File: src/rtl/opag_pkg.sv
package opag_pkg;

  localparam int RN_W = 3;

  localparam logic [2:0] AM_REG  = 3'd0;
  localparam logic [2:0] AM_DEF  = 3'd1;
  localparam logic [2:0] AM_INC  = 3'd2;
  localparam logic [2:0] AM_INCD = 3'd3;
  localparam logic [2:0] AM_DEC  = 3'd4;
  localparam logic [2:0] AM_DECD = 3'd5;
  localparam logic [2:0] AM_IDX  = 3'd6;
  localparam logic [2:0] AM_IDXD = 3'd7;

  localparam logic [RN_W-1:0] RN_SP = 3'd6;
  localparam logic [RN_W-1:0] RN_PC = 3'd7;

  typedef enum logic [1:0] {
    ST_IDLE = 2'd0,
    ST_EVAL = 2'd1,
    ST_DISP = 2'd2,
    ST_IND  = 2'd3
  } opag_state_e;

  // recovery record: bit4 = unit step, bit3 = decrement, bits2:0 = register
  typedef struct packed {
    logic            unit_step;
    logic            is_dec;
    logic [RN_W-1:0] rnum;
  } opag_rec_t;

endpackage

File: src/rtl/opag_step_unit.sv
module opag_step_unit
  import opag_pkg::*;
#(
  parameter int AW = 16
) (
  input  logic [2:0]      mode,
  input  logic [RN_W-1:0] rnum,
  input  logic            byte_op,
  input  logic [AW-1:0]   base,
  output logic [AW-1:0]   new_val,
  output logic [AW-1:0]   use_addr,
  output logic            is_dec,
  output logic            unit_step
);

  logic [AW-1:0] delta;
  logic          plain_mode;
  logic          wide_reg;

  always_comb begin
    plain_mode = (mode == AM_INC) || (mode == AM_DEC);
    wide_reg   = (rnum == RN_SP) || (rnum == RN_PC);
    unit_step  = byte_op && plain_mode && !wide_reg;
    is_dec     = (mode == AM_DEC) || (mode == AM_DECD);
    delta      = unit_step ? AW'(1) : AW'(2);
    new_val    = is_dec ? (base - delta) : (base + delta);
    use_addr   = is_dec ? new_val : base;
  end

endmodule

File: src/rtl/opag_rec_log.sv
module opag_rec_log
  import opag_pkg::*;
#(
  parameter  int DEPTH = 4,
  localparam int IW    = (DEPTH > 1) ? $clog2(DEPTH) : 1,
  localparam int CW    = $clog2(DEPTH + 1)
) (
  input  logic          clk,
  input  logic          rst_n,
  input  logic          clear,
  input  logic          push,
  input  opag_rec_t     rec,
  input  logic [IW-1:0] rd_idx,
  output opag_rec_t     rd_entry,
  output logic [CW-1:0] count
);

  opag_rec_t     ent_q [DEPTH];
  logic [CW-1:0] cnt_q;
  logic [CW-1:0] cnt_n;
  logic          room;

  always_comb begin
    room  = (cnt_q < CW'(DEPTH));
    cnt_n = cnt_q;
    if (clear)             cnt_n = '0;
    else if (push && room) cnt_n = cnt_q + CW'(1);
  end

  always_ff @(posedge clk or negedge rst_n) begin
    if (!rst_n) cnt_q <= '0;
    else        cnt_q <= cnt_n;
  end

  for (genvar g = 0; g < DEPTH; g++) begin : g_slot
    logic slot_we;
    assign slot_we = push && !clear && (cnt_q == CW'(g));
    always_ff @(posedge clk or negedge rst_n) begin
      if (!rst_n)       ent_q[g] <= '0;
      else if (slot_we) ent_q[g] <= rec;
    end
  end

  always_comb begin
    if (CW'(rd_idx) < cnt_q) rd_entry = ent_q[rd_idx];
    else                     rd_entry = '0;
  end

  assign count = cnt_q;

  a_r10_count_bound: assert property (@(posedge clk) disable iff (!rst_n)
    cnt_q <= CW'(DEPTH));

  a_r10_clear_empties: assert property (@(posedge clk) disable iff (!rst_n)
    clear |=> (cnt_q == '0));

  a_r9_no_pc_record: assert property (@(posedge clk) disable iff (!rst_n)
    push |-> (rec.rnum != RN_PC));

endmodule

File: src/rtl/opag_ctrl.sv
module opag_ctrl
  import opag_pkg::*;
#(
  parameter int AW = 16
) (
  input  logic            clk,
  input  logic            rst_n,
  input  logic            op_start,
  input  logic [5:0]      op_spec,
  input  logic            op_byte,
  output logic            busy,
  output logic            done,
  output logic            fault,
  output logic [AW-1:0]   eff_addr,
  output logic [RN_W-1:0] reg_rd_sel,
  input  logic [AW-1:0]   reg_rd_data,
  output logic            reg_wr_en,
  output logic [RN_W-1:0] reg_wr_sel,
  output logic [AW-1:0]   reg_wr_data,
  output logic            mem_req,
  output logic [AW-1:0]   mem_addr,
  input  logic            mem_ack,
  input  logic [AW-1:0]   mem_rdata,
  output logic [2:0]      cur_mode,
  output logic [RN_W-1:0] cur_rnum,
  output logic            cur_byte,
  input  logic [AW-1:0]   stp_new,
  input  logic [AW-1:0]   stp_addr,
  input  logic            stp_dec,
  input  logic            stp_unit,
  output logic            log_push,
  output opag_rec_t       log_rec
);

  opag_state_e     state_q, state_n;
  logic [2:0]      mode_q;
  logic [RN_W-1:0] rnum_q;
  logic            byte_q;
  logic [AW-1:0]   ptr_q, ptr_n;
  logic            ptr_en;
  logic [AW-1:0]   ea_q, ea_n;
  logic            ea_en;
  logic            done_q, done_n;
  logic            fault_q, fault_n;
  logic            spec_en;
  logic [AW-1:0]   pc_next;
  logic [AW-1:0]   idx_base;
  logic [AW-1:0]   idx_sum;

  assign cur_mode = mode_q;
  assign cur_rnum = rnum_q;
  assign cur_byte = byte_q;
  assign pc_next  = ptr_q + AW'(2);
  assign idx_base = (rnum_q == RN_PC) ? pc_next : reg_rd_data;
  assign idx_sum  = idx_base + mem_rdata;

  always_comb begin
    state_n     = state_q;
    ptr_n       = ptr_q;
    ptr_en      = 1'b0;
    ea_n        = ea_q;
    ea_en       = 1'b0;
    done_n      = 1'b0;
    fault_n     = 1'b0;
    spec_en     = 1'b0;
    reg_rd_sel  = rnum_q;
    reg_wr_en   = 1'b0;
    reg_wr_sel  = rnum_q;
    reg_wr_data = stp_new;
    mem_req     = 1'b0;
    log_push    = 1'b0;
    log_rec     = '{unit_step: stp_unit, is_dec: stp_dec, rnum: rnum_q};

    unique case (state_q)
      ST_IDLE: begin
        if (op_start && (op_spec[5:3] != AM_REG)) begin
          spec_en = 1'b1;
          state_n = ST_EVAL;
        end
      end

      ST_EVAL: begin
        unique case (mode_q)
          AM_DEF: begin
            ea_n    = reg_rd_data;
            ea_en   = 1'b1;
            done_n  = 1'b1;
            state_n = ST_IDLE;
          end
          AM_INC, AM_DEC, AM_INCD, AM_DECD: begin
            reg_wr_en = 1'b1;
            log_push  = (rnum_q != RN_PC);
            if ((mode_q == AM_INC) || (mode_q == AM_DEC)) begin
              ea_n    = stp_addr;
              ea_en   = 1'b1;
              done_n  = 1'b1;
              state_n = ST_IDLE;
            end else begin
              ptr_n   = stp_addr;
              ptr_en  = 1'b1;
              state_n = ST_IND;
            end
          end
          AM_IDX, AM_IDXD: begin
            reg_rd_sel = RN_PC;
            ptr_n      = reg_rd_data;
            ptr_en     = 1'b1;
            state_n    = ST_DISP;
          end
          default: state_n = ST_IDLE;
        endcase
      end

      ST_DISP: begin
        if (ptr_q[0]) begin
          fault_n = 1'b1;
          state_n = ST_IDLE;
        end else begin
          mem_req = 1'b1;
          if (mem_ack) begin
            reg_wr_en   = 1'b1;
            reg_wr_sel  = RN_PC;
            reg_wr_data = pc_next;
            if (mode_q == AM_IDX) begin
              ea_n    = idx_sum;
              ea_en   = 1'b1;
              done_n  = 1'b1;
              state_n = ST_IDLE;
            end else begin
              ptr_n   = idx_sum;
              ptr_en  = 1'b1;
              state_n = ST_IND;
            end
          end
        end
      end

      ST_IND: begin
        if (ptr_q[0]) begin
          fault_n = 1'b1;
          state_n = ST_IDLE;
        end else begin
          mem_req = 1'b1;
          if (mem_ack) begin
            ea_n    = mem_rdata;
            ea_en   = 1'b1;
            done_n  = 1'b1;
            state_n = ST_IDLE;
          end
        end
      end

      default: state_n = ST_IDLE;
    endcase
  end

  always_ff @(posedge clk or negedge rst_n) begin
    if (!rst_n) begin
      state_q <= ST_IDLE;
      done_q  <= 1'b0;
      fault_q <= 1'b0;
    end else begin
      state_q <= state_n;
      done_q  <= done_n;
      fault_q <= fault_n;
    end
  end

  always_ff @(posedge clk or negedge rst_n) begin
    if (!rst_n) begin
      mode_q <= AM_REG;
      rnum_q <= '0;
      byte_q <= 1'b0;
    end else if (spec_en) begin
      mode_q <= op_spec[5:3];
      rnum_q <= op_spec[2:0];
      byte_q <= op_byte;
    end
  end

  always_ff @(posedge clk or negedge rst_n) begin
    if (!rst_n)      ptr_q <= '0;
    else if (ptr_en) ptr_q <= ptr_n;
  end

  always_ff @(posedge clk or negedge rst_n) begin
    if (!rst_n)     ea_q <= '0;
    else if (ea_en) ea_q <= ea_n;
  end

  assign mem_addr = ptr_q;
  assign busy     = (state_q != ST_IDLE);
  assign done     = done_q;
  assign fault    = fault_q;
  assign eff_addr = ea_q;

  a_r8_no_odd_request: assert property (@(posedge clk) disable iff (!rst_n)
    mem_req |-> !mem_addr[0]);

  a_r12_hold_request: assert property (@(posedge clk) disable iff (!rst_n)
    (mem_req && !mem_ack) |=> (mem_req && $stable(mem_addr)));

  a_r8_quiet_after_fault: assert property (@(posedge clk) disable iff (!rst_n)
    fault_q |-> (!busy && !reg_wr_en && !mem_req));

  a_r11_report_when_idle: assert property (@(posedge clk) disable iff (!rst_n)
    (done_q || fault_q) |-> !busy);

  a_r8_single_outcome: assert property (@(posedge clk) disable iff (!rst_n)
    $onehot0({done_q, fault_q}));

endmodule

File: src/rtl/opnd_addr_gen.sv
module opnd_addr_gen
  import opag_pkg::*;
#(
  parameter  int AW        = 16,
  parameter  int LOG_DEPTH = 4,
  localparam int LOG_IW    = (LOG_DEPTH > 1) ? $clog2(LOG_DEPTH) : 1,
  localparam int LOG_CW    = $clog2(LOG_DEPTH + 1),
  localparam int REC_W     = $bits(opag_rec_t)
) (
  input  logic              clk,
  input  logic              rst_n,
  input  logic              insn_start,
  input  logic              op_start,
  input  logic [5:0]        op_spec,
  input  logic              op_byte,
  output logic              busy,
  output logic              done,
  output logic              fault,
  output logic [AW-1:0]     eff_addr,
  output logic [2:0]        reg_rd_sel,
  input  logic [AW-1:0]     reg_rd_data,
  output logic              reg_wr_en,
  output logic [2:0]        reg_wr_sel,
  output logic [AW-1:0]     reg_wr_data,
  output logic              mem_req,
  output logic [AW-1:0]     mem_addr,
  input  logic              mem_ack,
  input  logic [AW-1:0]     mem_rdata,
  input  logic [LOG_IW-1:0] log_rd_idx,
  output logic [REC_W-1:0]  log_rd_entry,
  output logic [LOG_CW-1:0] log_count
);

  logic [2:0]      cur_mode;
  logic [RN_W-1:0] cur_rnum;
  logic            cur_byte;
  logic [AW-1:0]   stp_new;
  logic [AW-1:0]   stp_addr;
  logic            stp_dec;
  logic            stp_unit;
  logic            log_push;
  opag_rec_t       log_rec;
  opag_rec_t       log_out;

  opag_ctrl #(.AW(AW)) u_ctrl (
    .clk         (clk),
    .rst_n       (rst_n),
    .op_start    (op_start),
    .op_spec     (op_spec),
    .op_byte     (op_byte),
    .busy        (busy),
    .done        (done),
    .fault       (fault),
    .eff_addr    (eff_addr),
    .reg_rd_sel  (reg_rd_sel),
    .reg_rd_data (reg_rd_data),
    .reg_wr_en   (reg_wr_en),
    .reg_wr_sel  (reg_wr_sel),
    .reg_wr_data (reg_wr_data),
    .mem_req     (mem_req),
    .mem_addr    (mem_addr),
    .mem_ack     (mem_ack),
    .mem_rdata   (mem_rdata),
    .cur_mode    (cur_mode),
    .cur_rnum    (cur_rnum),
    .cur_byte    (cur_byte),
    .stp_new     (stp_new),
    .stp_addr    (stp_addr),
    .stp_dec     (stp_dec),
    .stp_unit    (stp_unit),
    .log_push    (log_push),
    .log_rec     (log_rec)
  );

  opag_step_unit #(.AW(AW)) u_step (
    .mode      (cur_mode),
    .rnum      (cur_rnum),
    .byte_op   (cur_byte),
    .base      (reg_rd_data),
    .new_val   (stp_new),
    .use_addr  (stp_addr),
    .is_dec    (stp_dec),
    .unit_step (stp_unit)
  );

  opag_rec_log #(.DEPTH(LOG_DEPTH)) u_log (
    .clk      (clk),
    .rst_n    (rst_n),
    .clear    (insn_start),
    .push     (log_push),
    .rec      (log_rec),
    .rd_idx   (log_rd_idx),
    .rd_entry (log_out),
    .count    (log_count)
  );

  assign log_rd_entry = log_out;

endmodule

File: config.mk
export PLATFORM = sky130hd
export DESIGN_NAME = opnd_addr_gen
export DESIGN_NICKNAME = d
export VERILOG_FILES = /design/src/rtl/opag_pkg.sv /design/src/rtl/opag_step_unit.sv /design/src/rtl/opag_rec_log.sv /design/src/rtl/opag_ctrl.sv /design/src/rtl/opnd_addr_gen.sv
export SDC_FILE = /design/constraint.sdc
export NUM_CORES = 1
export LEC_CHECK = 0
export ABC_CLOCK_PERIOD_IN_PS = 6950
export BUFFER_PORTS_ARGS = -buffer_cell sky130_fd_sc_hd__buf_4
export CORE_UTILIZATION = 40
export CTS_BUF_LIST = sky130_fd_sc_hd__clkbuf_4 sky130_fd_sc_hd__clkbuf_8 sky130_fd_sc_hd__clkbuf_16
export CTS_CLUSTER_DIAMETER = 100
export DETAILED_ROUTE_END_ITERATION = 7
export PLACE_DENSITY = 0.62
export SKIP_LAST_GASP = 1
export SLEW_MARGIN = 20
export SYNTH_ARGS = -nofsm -noshare
export SYNTH_HDL_FRONTEND = slang
export SYNTH_HIERARCHICAL = 1
export SYNTH_SLANG_ARGS = --single-unit
File: constraint.sdc
create_clock -name clk -period 6.95 [get_ports clk]
set_input_delay 1.39 -clock clk [delete_from_list [all_inputs] [get_ports clk]]
set_output_delay 1.39 -clock clk [all_outputs]
set_load 0.01 [all_outputs]
== After elaboration in Yosys (flattened, before gate mapping) ==
Cells that the tools add are included.
Word-level totals
  output and inout port bits: 67
  bits in writable memories: 0
  bits in read-only memories: 0
  latch bits: 0
  memories kept: 0
  register bits: 66
  word-level logic and storage cells: 153
  input port bits: 46
Cells by class
  reductions and logical operators: 28
  divide/modulo/power cells: 0
  add/sub/neg operators: 5
  bitwise gates (word level): 1
  mux-type cells: 65
  eq/ne operators: 29
  shifts and indexed selects: 0
  magnitude comparators: 3
  multiply operators: 0
Operators with widths (number)
  16-bit 2-to-1 mux: 16
  16-bit case mux with 2 select lines: 3
  16-bit case mux with 3 select lines: 1
  16-bit adder: 2
  3-bit 2-to-1 mux: 7
  1-bit 2-to-1 mux: 19
  3-bit equality test (second input constant): 6
  16-bit by 2-bit adder with 16-bit output (second input constant): 1
  2-bit 2-to-1 mux: 8
  16-bit subtractor: 1
  5-bit 2-to-1 mux: 3
  3-bit by 2-bit inequality test with 1-bit output (second input constant): 5
  3-bit by 2-bit equality test with 1-bit output (second input constant): 4
  5-bit binary-select mux with 2-bit select: 1
  2-bit inequality test (second input constant): 5
  1-bit logical AND: 9
  9-bit AND reduction: 1
  1-bit case mux with 2 select lines: 4
  2-bit case mux with 4 select lines: 1
  7-bit AND reduction: 1
  3-bit by 1-bit equality test with 1-bit output (second input constant): 2
  3-bit inequality test (second input constant): 2
  2-bit nonzero test: 3
  3-bit nonzero test: 2
  other kinds (18): 24

== Depth between registers and ports, before layout ==
Gate-level depths: netlist of run 1.
  word-level depth: 11
  gate-level depth with buffers: 16
  depth with buffers taken out: 15

== Cells and area by module ==
The synthesis of run 1 kept the hierarchy.
Modules (own cells, without submodules)
  opag_ctrl: area each 4036.4 µm², times used 1, cells an instance 520, sequential area each 1076.0 µm²
  opag_rec_log: area each 1236.2 µm², times used 1, cells an instance 80, sequential area each 575.6 µm²
  opag_step_unit: area each 1049.8 µm², times used 1, cells an instance 154, sequential area each 0.0 µm²

== Worst setup path before layout of run 1 ==
Ideal clock, no wire load.
  path type: input to output
  start point: input reg_rd_data[0]
  end point: output reg_wr_data[14]
  path slack: 2420 ps
  arrival time: 3140 ps
  buffers on the path: 0
  stages on the path: 11
  required time: 5560 ps
  path through: inv_1 -> ha_1 -> inv_1 -> fa_1 -> a21o_1 -> a221oi_2 -> or4_4 -> and4_4 -> nor2_1 -> nand2_1 -> o21ai_0
On the way
  longest elaborated chain between the ends: 5
  elaborated cells on any way between the ends: 6
  classes of those cells: add/sub: 2; mux: 4
Ends and longest elaborated chain
  start: declaration: RTL line opnd_addr_gen.sv:21  | input logic [AW-1:0] reg_rd_data,
  16-bit adder or 16-bit subtractor (tied branches): RTL line opag_step_unit.sv:26  | new_val = is_dec ? (base - delta) : (base + delta);
  16-bit 2-to-1 mux *: RTL line opag_step_unit.sv:26
  net stp_new[14]: RTL line opnd_addr_gen.sv:37  | logic [AW-1:0] stp_new;
  16-bit 2-to-1 mux: RTL line opag_ctrl.sv:120  | if (mem_ack) begin
  16-bit 2-to-1 mux: RTL line opag_ctrl.sv:115  | if (ptr_q[0]) begin
  16-bit 2-to-1 mux *: RTL line opag_ctrl.sv:74  | unique case (state_q)
  end: declaration: RTL line opnd_addr_gen.sv:24  | output logic [AW-1:0] reg_wr_data,
The timed path passes the listed nets; every way through them passes the cells marked *.

== Final worst setup path of run 1 ==
  start point: register u_ctrl.mode_q[1] (netlist: u_ctrl/cur_mode[1])
  end point: output reg_wr_data[15]
On the way
  elaborated cells on any way between the ends: 14
  classes of those cells: add/sub: 2; eq/ne: 3; mux: 5; reduce/logical: 4
RTL lines
  start: declaration: RTL line opag_ctrl.sv:36  | logic [2:0] mode_q;
  start signal: assignment: RTL line opag_ctrl.sv:175  | mode_q <= op_spec[5:3];
  3-bit equality test: RTL line opag_step_unit.sv:24  | is_dec = (mode == AM_DEC) || (mode == AM_DECD);
  1-bit logical OR *: RTL line opag_step_unit.sv:24
  net stp_dec: RTL line opnd_addr_gen.sv:39  | logic stp_dec;
  16-bit 2-to-1 mux *: RTL line opag_step_unit.sv:26
  net stp_new[15]: RTL line opnd_addr_gen.sv:37
  16-bit 2-to-1 mux: RTL line opag_ctrl.sv:120
  16-bit 2-to-1 mux: RTL line opag_ctrl.sv:115
  16-bit 2-to-1 mux *: RTL line opag_ctrl.sv:74
Marked as above.

==> results_dict.tcl, run 1 <==
set metrics [dict create \
    syn2layout_area_growth_pct 18.90 \
    clk_pin_slew_ps 60 \
    drtIter0Drc 316 \
    std_cell_rows 45 \
    period_minus_slack_ps 5817 \
    critPathMaxFanout 24 \
    avgSynthCellArea_um2 8.385 \
    final_util_pct 49.09 \
    worstSetupEndpointType "output pin" \
    root_buffer "clkbuf_16" \
    worstSetupStartpointType "register" \
    async_flop_share_pct 100.0 \
    die_x_um 127.7 \
    ff2ff_path_depth 12 \
    hold_violations 0 \
    pin_count 113 \
    cts_resized 0 \
    cts_tree "yes" \
    grtUsageTotal_pct 23.69 \
    yosys.area.top_type "dfrtp_1" \
    dr.pass1.iters 5 \
    peakVddDrop_v 0.0002824 \
    worst_pin_slew_ps 1028 \
    timing.critical_path.from "u_ctrl/cur_mode[1]" \
    crit_required_ps 5560 \
    core_area_mm2 0.01531 \
    io_buffer_count 112 \
    htreeDepth 3 \
    ys.flop_type "dfrtp_1" \
    crit_buf_inv 2 \
    cp-endpoint "reg_wr_data[15]" \
    post-place-ws_ps 1587 \
    drive_above_1_share_pct 23.21 \
    fill_cells 1543 \
    detail-route-antenna-nets 0 \
    nets 927 \
    ys_ff_latch 66 \
    grt_pass1_wl_um 29530 \
    cts_buffer_depth 2 \
    hold_path_class "register to register" \
    via_per_inst 5.571 \
    r2r-end "u_ctrl/eff_addr[11]" \
    grt_max_degree 67 \
    r2r-start "u_ctrl/cur_mode[1]" \
    clock_latency_ps 350 \
    ys_seq_area_share_pct 26.12 \
    min_period_over_period_pct 83.70 \
    synth_cells 754 \
    max_freq_mhz 171.9 \
    slew_violations 0 \
    status "finished, final reports clean" \
    cts.sinks 66 \
    fin_ws_ps 1133 \
    crit_arrival_ps 4430 \
    synth_nets 846 \
    dp_hpwl_um 14650 \
    yosys.area.top_type_share_pct 26.12 \
    syn-cell-area_mm2 0.006322 \
    setup_viol 0 \
    gr-total-overflow 0 \
    cts.repair_timing.setup_buffer_count 0 \
    critPathMaxStageDelay_ps 700 \
    fin_setup_tns_ps 0 \
    synthDistinctLibCells 68 \
    grt_pass1_vias 5455 \
    cp_cell_sequence "nand2b_1 -> inv_1 -> ha_1 -> a21oi_1 -> nand2_1 -> o21ai_0 -> a31oi_1 -> xnor2_1 -> nand2_1 -> o21ai_0 -> buf_4" \
    drv_cap 0 \
    synth_area_leaders "dfrtp_1, ha_1, nand2_1" \
    wire_per_inst_um 18.25 \
    drt-total-wl_um 19180 \
    cts-hold-fix-buffers 0 \
    power.density_mw_per_mm2 484.3 \
    yosysWarnings 6 \
    crit_type "register to output pin" \
    start_util_pct 41.28 \
    dieArea_mm2 0.01631 \
    cts-buffers-inserted 9 \
    vias 5855 \
    leakagePower_nw 3.491 \
    antenna_cells 0 \
    crit_family "compound AO/OA/AOI/OAI gates" \
    fin_skew_ps 8.737 \
    rsz0062_at_grt "false" \
    route.detailed.drc 0 \
    gp_congestion 0.8927 \
    timing.reg2reg.setup_slack_ps 2340 \
    cp_slowest_cell "nand2b_1" \
    slew_headroom_pct 31.28 \
    worst-path-stages 11 \
    antenna_found_initial 0 \
    die_y_um 127.7 \
    synth_edf_count 0 \
]
## layout make-up
class	instances	area, µm²	share of cell area [%]
repair buffers	117	878.3	11.68
well taps	211	264.0	3.512
clock inverters	7	78.83	1.049
multi-input cells	620	4340	57.74
clock buffers	9	225.2	2.996
inverters	21	78.83	1.049
flip-flops and latches	66	1652	21.97
## metal layers
| layer | GRT usage (%) | share of wire (%) | up-vias |
|---|---|---|---|
| li1 | - | - | 2866 |
| met1 | 30.79 | 45 | 2760 |
| met2 | 40.09 | 48 | 200 |
| met3 | 4.048 | 4.9 | 29 |
| met4 | 7.336 | 2.0 | 0 |
| met5 | 0 | 0 | - |
## worst min-delay path by stage
| stage | slack, ps | to | cells past startpoint | startpoint |
|---|---|---|---|---|
| after floorplan | 470 | u_log/ent_q[0] | 1 | u_log/ent_q[0] |
| after global placement | 480 | u_log/ent_q[1] | 1 | u_log/ent_q[1] |
| after detailed placement | 490 | u_log/ent_q[7] | 1 | u_log/ent_q[7] |
| after CTS | 510 | u_log/ent_q[1] | 1 | u_log/ent_q[1] |
| after global routing | 520 | u_log/ent_q[7] | 1 | u_log/ent_q[7] |
| final | 510 | u_ctrl/eff_addr[7] | 2 | u_ctrl/eff_addr[7] |
## kinds of logic (layout without fill, tap and decap cells)
group	count (synthesis)	count (layout)	share of synthesized area, %
buffers and inverters	68	154	5.244
adder cells (fa/ha/maj)	46	46	9.341
multiplexers	67	67	13.22
XOR/XNOR	44	44	6.432
AND/OR/NAND/NOR	241	241	18.03
AO/OA/AOI/OAI	222	222	21.61
flip-flops	66	66	26.12
## registers in the layout (all words and copies together), names as in the netlist, 2 cells and up
| register | count |
|---|---|
| u_ctrl/mem_addr | 16 |
| u_ctrl/cur_rnum | 3 |
| u_ctrl/state_q | 2 |
| u_ctrl/cur_mode | 3 |
| u_log/count | 3 |
| u_log/ent_q | 20 |
| u_ctrl/eff_addr | 16 |
## cells in the mapped netlist, drive strengths merged, types with 4 or more instances
| cell type | n |
|---|---|
| a21boi | 8 |
| nor2 | 56 |
| mux2 | 37 |
| mux2i | 25 |
| o31ai | 5 |
| nor3 | 8 |
| buf | 20 |
| or2 | 4 |
| and2 | 8 |
| a31oi | 7 |
| a21oi | 73 |
| and3 | 9 |
| nand2 | 104 |
| ha | 44 |
| and4 | 6 |
| nor2b | 4 |
| xnor2 | 22 |
| nand2b | 13 |
| a211oi | 4 |
| o21a | 6 |
| nand4 | 7 |
| nand3 | 12 |
| dfrtp | 66 |
| xor2 | 21 |
| clkbuf | 27 |
| mux4 | 5 |
| o21ai | 69 |
| a21o | 17 |
| inv | 21 |
| a221oi | 13 |
## worst reg2reg max path: stages, from the launching register on
cell	delay (ps)
dfrtp_1	500
nand2b_1	700
inv_1	650
ha_1	550
a21oi_1	340
nand2_1	80
o21ai_0	480
nand2_1	170
a221o_1	350
mux2i_1	190
nor2_1	70
a221oi_1	280
a21oi_1	110
## power by group
| part | switching, mW | total, mW | leakage [nW] | internal, mW |
|---|---|---|---|---|
| registers | 0.183 | 0.725 | 0.830 | 0.542 |
| clock network | 0.188 | 0.469 | 0.150 | 0.280 |
| logic | 1.36 | 2.45 | 2.51 | 1.09 |
| total | 1.73 | 3.64 | 3.49 | 1.91 |
## layout by cell type (no fill, tap or decap), types with 13 or more instances in the layout
master and count:
a21o_1 16, a21oi_1 73, buf_4 117, dfrtp_1 66
ha_1 44, inv_1 21, mux2_2 22, mux2_4 15
mux2i_1 25, nand2_1 103, nand2b_1 13, nor2_1 55
o21ai_0 65, xnor2_1 22, xor2_1 20
## per-stage QoR
step	cells	power, mW	instance area (µm²)	hold WS (ps)
final	1051	3.640	7517	506.0
after global routing	1051	3.912	7517	524.7
after CTS	1051	3.639	7516	506.4
after detailed placement	1035	3.152	7212	490.4
after global placement	1035	3.144	7212	483.1
after floorplan	754	2.362	6322	474.1
(Power assumes the default switching activity.)
==> run 2: changes to the inputs <==
--- a/config.mk
+++ b/config.mk
@@ -5,13 +5,13 @@
 export SDC_FILE = /design/constraint.sdc
 export NUM_CORES = 1
 export LEC_CHECK = 0
-export ABC_CLOCK_PERIOD_IN_PS = 6950
+export ABC_CLOCK_PERIOD_IN_PS = 5300
 export BUFFER_PORTS_ARGS = -buffer_cell sky130_fd_sc_hd__buf_4
 export CORE_UTILIZATION = 40
 export CTS_BUF_LIST = sky130_fd_sc_hd__clkbuf_4 sky130_fd_sc_hd__clkbuf_8 sky130_fd_sc_hd__clkbuf_16
 export CTS_CLUSTER_DIAMETER = 100
 export DETAILED_ROUTE_END_ITERATION = 7
-export PLACE_DENSITY = 0.62
+export PLACE_DENSITY = 0.65
 export SKIP_LAST_GASP = 1
 export SLEW_MARGIN = 20
 export SYNTH_ARGS = -nofsm -noshare
==> constraint.sdc (replaced) <==
create_clock -name clk -period 5.3 [get_ports clk]
set_input_delay 1.06 -clock clk [delete_from_list [all_inputs] [get_ports clk]]
set_output_delay 1.06 -clock clk [all_outputs]
set_load 0.01 [all_outputs]
==> run 2 against run 1 <==
Combinational power rose by 31%. Via count increased by 0.50%. Critical path depth grew 1. Total power rose by 31%. Cell area increased by 0.13%. Clock power up 29%. Critical endpoint is now reg_wr_data[14]. Largest power group unchanged.
==> results_dict.tcl, run 2 (synthesis results as in run 1) <==
set metrics [dict create \
    p_clk_share_pct 12.7 \
    status "finished, final reports clean" \
    timing.critical_path.from "u_ctrl/cur_mode[1]" \
    cp_slowest_cell "inv_1" \
    antenna_found_initial 0 \
    drtIter0Drc 341 \
    slew_headroom_pct 40.81 \
    hold_path_class "register to register" \
    pwr-share-seq_pct 19.9 \
    max_freq_mhz 208.0 \
    p_total_mw 4.768 \
    grt_pass1_wl_um 29480 \
    slew_violations 0 \
    die_x_um 127.7 \
    final_cell_mix "buf_4, nand2_1, a21oi_1" \
    crit_family "buffers and inverters" \
    vias 5884 \
    ff2ff_path_depth 13 \
    leakagePower_nw 3.496 \
    clk_pin_slew_ps 60 \
    rsz0062_at_grt "false" \
    worst_pin_slew_ps 887.8 \
    drive_above_1_share_pct 23.42 \
    crit_arrival_ps 3750 \
    nets 928 \
    io_buffer_count 112 \
    peakVddDrop_v 0.0004244 \
    antenna_cells 0 \
    cp_cell_sequence "nand2b_1 -> buf_4 -> inv_1 -> ha_1 -> a21o_1 -> a221oi_2 -> or4_4 -> and4_4 -> nor2_1 -> nand2_1 -> o21ai_0 -> buf_4" \
    hold_depth 1 \
    syn2layout_area_growth_pct 19.06 \
    root_buffer "clkbuf_16" \
    timing.hold.ws_ps 506.0 \
    route.detailed.drc 0 \
    fin_setup_tns_ps 0 \
    cts.sinks 66 \
    wire_per_inst_um 17.94 \
    min_period_over_period_pct 90.73 \
    core_area_mm2 0.01531 \
    critPathMaxStageDelay_ps 530 \
    start_util_pct 41.28 \
    top_register "u_log/ent_q" \
    gr-total-overflow 0 \
    combPwrFrac_pct 67.4 \
    gp_congestion 0.8968 \
    cts.repair_timing.setup_buffer_count 0 \
    fin_skew_ps 6.898 \
    timing.reg2reg.setup_slack_ps 1220 \
    drt-total-wl_um 18870 \
    final_common_cell "buf_4" \
    crit_required_ps 4240 \
    grtUsageTotal_pct 23.50 \
    cts_resized 0 \
    worstSetupEndpointType "output pin" \
    cpMostUsedCell "buf_4" \
    hold_violations 0 \
    p_int_mw 2.512 \
    crit_buf_inv 3 \
    cts_tree "yes" \
    via_per_inst 5.593 \
    cts_buffer_depth 2 \
    min_from "u_log/ent_q[0]" \
    swShare_pct 47.32 \
    power.density_mw_per_mm2 633.4 \
    dr.pass1.iters 6 \
    pin_count 113 \
    dp_hpwl_um 14430 \
    std_cell_rows 45 \
    cts-buffers-inserted 9 \
    crit_type "register to output pin" \
    clock_latency_ps 340 \
    worst-path-stages 12 \
    grt_pass1_vias 5614 \
    period_minus_slack_ps 4809 \
    largest_reg_flops 20 \
    setup_viol 0 \
    htreeDepth 3 \
    die_y_um 127.7 \
    grt_max_degree 67 \
    dieArea_mm2 0.01631 \
    switching_power_mw 2.256 \
    r2r-start "u_ctrl/cur_mode[1]" \
    drv_cap 0 \
    cts-hold-fix-buffers 0 \
    critPathMaxFanout 21 \
    detail-route-antenna-nets 0 \
    worstSetupStartpointType "register" \
]
==> run 2: changes by cell type in the layout (fill, tap and decap cells not counted) <==
cell and change:
nand2_2 +1, buf_4 +1, nand2_1 -1
==> run 2: area by class of cell <==
cell class / instances / area, µm²
clock buffer: 9 / 225.2
tap: 211 / 264.0
clock inverter: 7 / 78.83
timing repair buffer: 118 / 885.9
inverter: 21 / 78.83
multi-input combinational: 620 / 4343
fill: 1534 / 7787
sequential: 66 / 1652
==> run 2: per-layer routing <==
| layer | routed length [µm] | part of all wire [%] | GRT usage [%] |
|---|---|---|---|
| met1 | 8445 | 45 | 30.02 |
| met2 | 9104 | 48 | 40.44 |
| met3 | 936 | 5.0 | 4.048 |
| met4 | 384 | 2.0 | 7.128 |
| met5 | 0 | 0 | 0 |
==> run 2: path summary, 6_finish.rpt <==
check / endpoint
worst max register to register: u_ctrl/eff_addr[10]
worst min register to register: u_log/ent_q[0]
min in group asynchronous: u_ctrl/cur_byte
max in group asynchronous: u_ctrl/eff_addr[7]
worst max-delay path: reg_wr_data[14]
worst min-delay path: u_log/ent_q[0]
==> run 2: power by group through the flow <==
stage          clock (mW)  combinational (mW)  sequential (mW)
2_1_floorplan           0                2.18            0.918
3_3_place_gp            0                3.16            0.948
3_5_place_dp            0                3.18            0.948
4_1_cts             0.616                3.20            0.945
5_1_grt             0.644                3.52            0.982
6_report            0.606                3.21            0.949
==> run 2: metrics by stage <==
stage	setup slack, ps	utilization [%]	cell area [µm²]	instances
floorplan	1402	-	6322	754
global placement	906.0	47.14	7219	1036
detailed placement	871.1	47.14	7219	1036
CTS	496.7	49.13	7523	1052
global route	263.3	49.15	7527	1052
finish	491.5	49.15	7527	1052
==> run 2: worst register-to-register path, delay by kind of cell (launching register included) <==
kind | cells | cell delay, ps
buffers and inverters | 2 | 760
adders and majority gates | 1 | 420
AOI/OAI and AO/OA | 5 | 1320
and+or+nand+nor | 2 | 280
DFF | 1 | 470
xor gates and xnor gates | 1 | 180
muxes | 2 | 490
==> run 3: changes to the inputs <==
--- a/config.mk
+++ b/config.mk
@@ -11,7 +11,7 @@
 export CTS_BUF_LIST = sky130_fd_sc_hd__clkbuf_4 sky130_fd_sc_hd__clkbuf_8 sky130_fd_sc_hd__clkbuf_16
 export CTS_CLUSTER_DIAMETER = 100
 export DETAILED_ROUTE_END_ITERATION = 7
-export PLACE_DENSITY = 0.65
+export PLACE_DENSITY_LB_ADDON = 0.3
 export SKIP_LAST_GASP = 1
 export SLEW_MARGIN = 20
 export SYNTH_ARGS = -nofsm -noshare
==> run 3 against run 2 <==
Utilization is essentially flat. Critical path type unchanged. First-iteration DRC count rose by 16%. Die area unchanged. Global-route usage barely moved. Sequential share of layout area about the same.
==> results_dict.tcl, run 3 (synthesis results as in run 1) <==
set metrics [dict create \
    placed_cell_area_mm2 0.007227 \
    nets 929 \
    use_met1_pct 31.28 \
    swShare_pct 47.34 \
    min_period_over_period_pct 90.29 \
    die_x_um 127.7 \
    placed_cells 1037 \
    busiest_layer "met2" \
    peakVddDrop_v 0.0003308 \
    crit_buf_inv 3 \
    final_util_pct 49.19 \
    min_from "u_ctrl/eff_addr[9]" \
    pwr-share-seq_pct 20.0 \
    cts_tree "yes" \
    largest_reg_flops 20 \
    worstSetupEndpointType "output pin" \
    combPwrFrac_pct 67.2 \
    grt_pass1_wl_um 29480 \
    grt_max_degree 67 \
    clk_pin_slew_ps 60 \
    finalNonFillerCells 1053 \
    via_per_inst 5.604 \
    timing.hold.ws_ps 504.6 \
    hold_end "u_ctrl/eff_addr[9]" \
    cts-buffers-inserted 9 \
    fin_skew_ps 9.751 \
    p_int_mw 2.516 \
    wire_per_inst_um 17.90 \
    hold_violations 0 \
    grt_pass1_vias 5436 \
    std_cell_rows 45 \
    root_buffer "clkbuf_16" \
    antenna_cells 0 \
    grtUsageTotal_pct 23.51 \
    cpMostUsedCell "nand2_1" \
    crit_required_ps 4240 \
    cp_cell_sequence "nand2b_1 -> buf_4 -> inv_1 -> ha_1 -> a21oi_1 -> nand2_1 -> o21ai_0 -> nand2_1 -> xor2_1 -> nand2_1 -> o21ai_0 -> buf_4" \
    max_freq_mhz 209.0 \
    switching_power_mw 2.262 \
    crit_type "register to output pin" \
    core_area_mm2 0.01531 \
    power.density_mw_per_mm2 634.2 \
    globalRouteMet2Util_pct 38.87 \
    design_area_mm2 0.007533 \
    dp_hpwl_um 14440 \
    detail-route-antenna-nets 0 \
    hold_depth 2 \
    io_buffer_count 112 \
    die_y_um 127.7 \
    cts.sinks 66 \
    drv_cap 0 \
    final_cell_mix "buf_4, nand2_1, a21oi_1" \
    fin_ws_ps 514.8 \
    final_common_cell "buf_4" \
    drtIter0Drc 396 \
    drt-total-wl_um 18850 \
    cts-hold-fix-buffers 0 \
    setup_viol 0 \
    antenna_found_initial 0 \
    p_total_mw 4.778 \
    start_util_pct 41.28 \
    vias 5901 \
    critPathMaxFanout 22 \
    grt_use_met3_pct 3.381 \
    ff2ff_path_depth 13 \
    route.detailed.drc 0 \
    slew_headroom_pct 40.46 \
    htreeDepth 3 \
    r2r-start "u_ctrl/cur_mode[1]" \
    drive_above_1_share_pct 23.52 \
    timing.reg2reg.setup_slack_ps 1200 \
    rsz0062_at_grt "false" \
    gp_congestion 0.9361 \
    p_clk_share_pct 12.8 \
    hold_path_class "register to register" \
    crit_arrival_ps 3730 \
    status "finished, final reports clean" \
    fill_cells 1510 \
    dieArea_mm2 0.01631 \
    post-place-ws_ps 858.6 \
    leakagePower_nw 3.498 \
    fin_setup_tns_ps 0 \
    top_register "u_log/ent_q" \
    cts_resized 0 \
    cts.repair_timing.setup_buffer_count 0 \
    dr.pass1.iters 4 \
    pin_count 113 \
    critPathMaxStageDelay_ps 560 \
    cp_slowest_cell "inv_1" \
    gr-total-overflow 0 \
    crit_family "buffers and inverters" \
    period_minus_slack_ps 4785 \
    worst_pin_slew_ps 889.8 \
    cts_buffer_depth 2 \
    syn2layout_area_growth_pct 19.16 \
    clock_latency_ps 340 \
    slew_violations 0 \
    r2r-end "u_ctrl/eff_addr[11]" \
    worstSetupStartpointType "register" \
]
## run 3: layout make-up
cell class	instances	area [µm²]	area share (%)
inverter	21	78.83	1.046
multi-input combinational	620	4343	57.65
clock buffer	9	225.2	2.990
tap	211	264.0	3.504
clock inverter	7	77.57	1.030
sequential	66	1652	21.92
timing repair buffer	119	893.4	11.86
## run 3: worst max-delay path by stage
stage / start / endpoint / slack, ps / cells past startpoint
2_1_floorplan: u_ctrl/cur_mode[1] / reg_wr_data[14] / 1400 / 11
3_3_place_gp: u_ctrl/cur_mode[1] / reg_wr_data[14] / 920 / 12
3_5_place_dp: u_ctrl/cur_mode[1] / reg_wr_data[14] / 860 / 12
4_1_cts: u_ctrl/cur_mode[1] / reg_wr_data[14] / 480 / 12
5_1_grt: u_ctrl/cur_mode[1] / reg_wr_data[15] / 250 / 12
6_report: u_ctrl/cur_mode[1] / reg_wr_data[11] / 510 / 12
## run 3: worst min-delay path, delay by kind of cell (launching register included)
kind,cells,cell delay (ps)
compound gates,1,60
flops,1,340
mux,1,60
## run 3: power groups by stage
stage,clock network (mW),logic [mW],registers (mW)
final,0.611,3.21,0.954
after global placement,0,3.16,0.953
after detailed placement,0,3.18,0.956
after floorplan,0,2.18,0.918
after global routing,0.641,3.51,0.983
after CTS,0.622,3.20,0.951
## run 3: metal layers
metal  part of all wire (%)  vias to the layer above
li1                       -                     2873
met1                     45                     2792
met2                     47                      201
met3                    5.0                       35
met4                    2.8                        0
met5                      0                        -
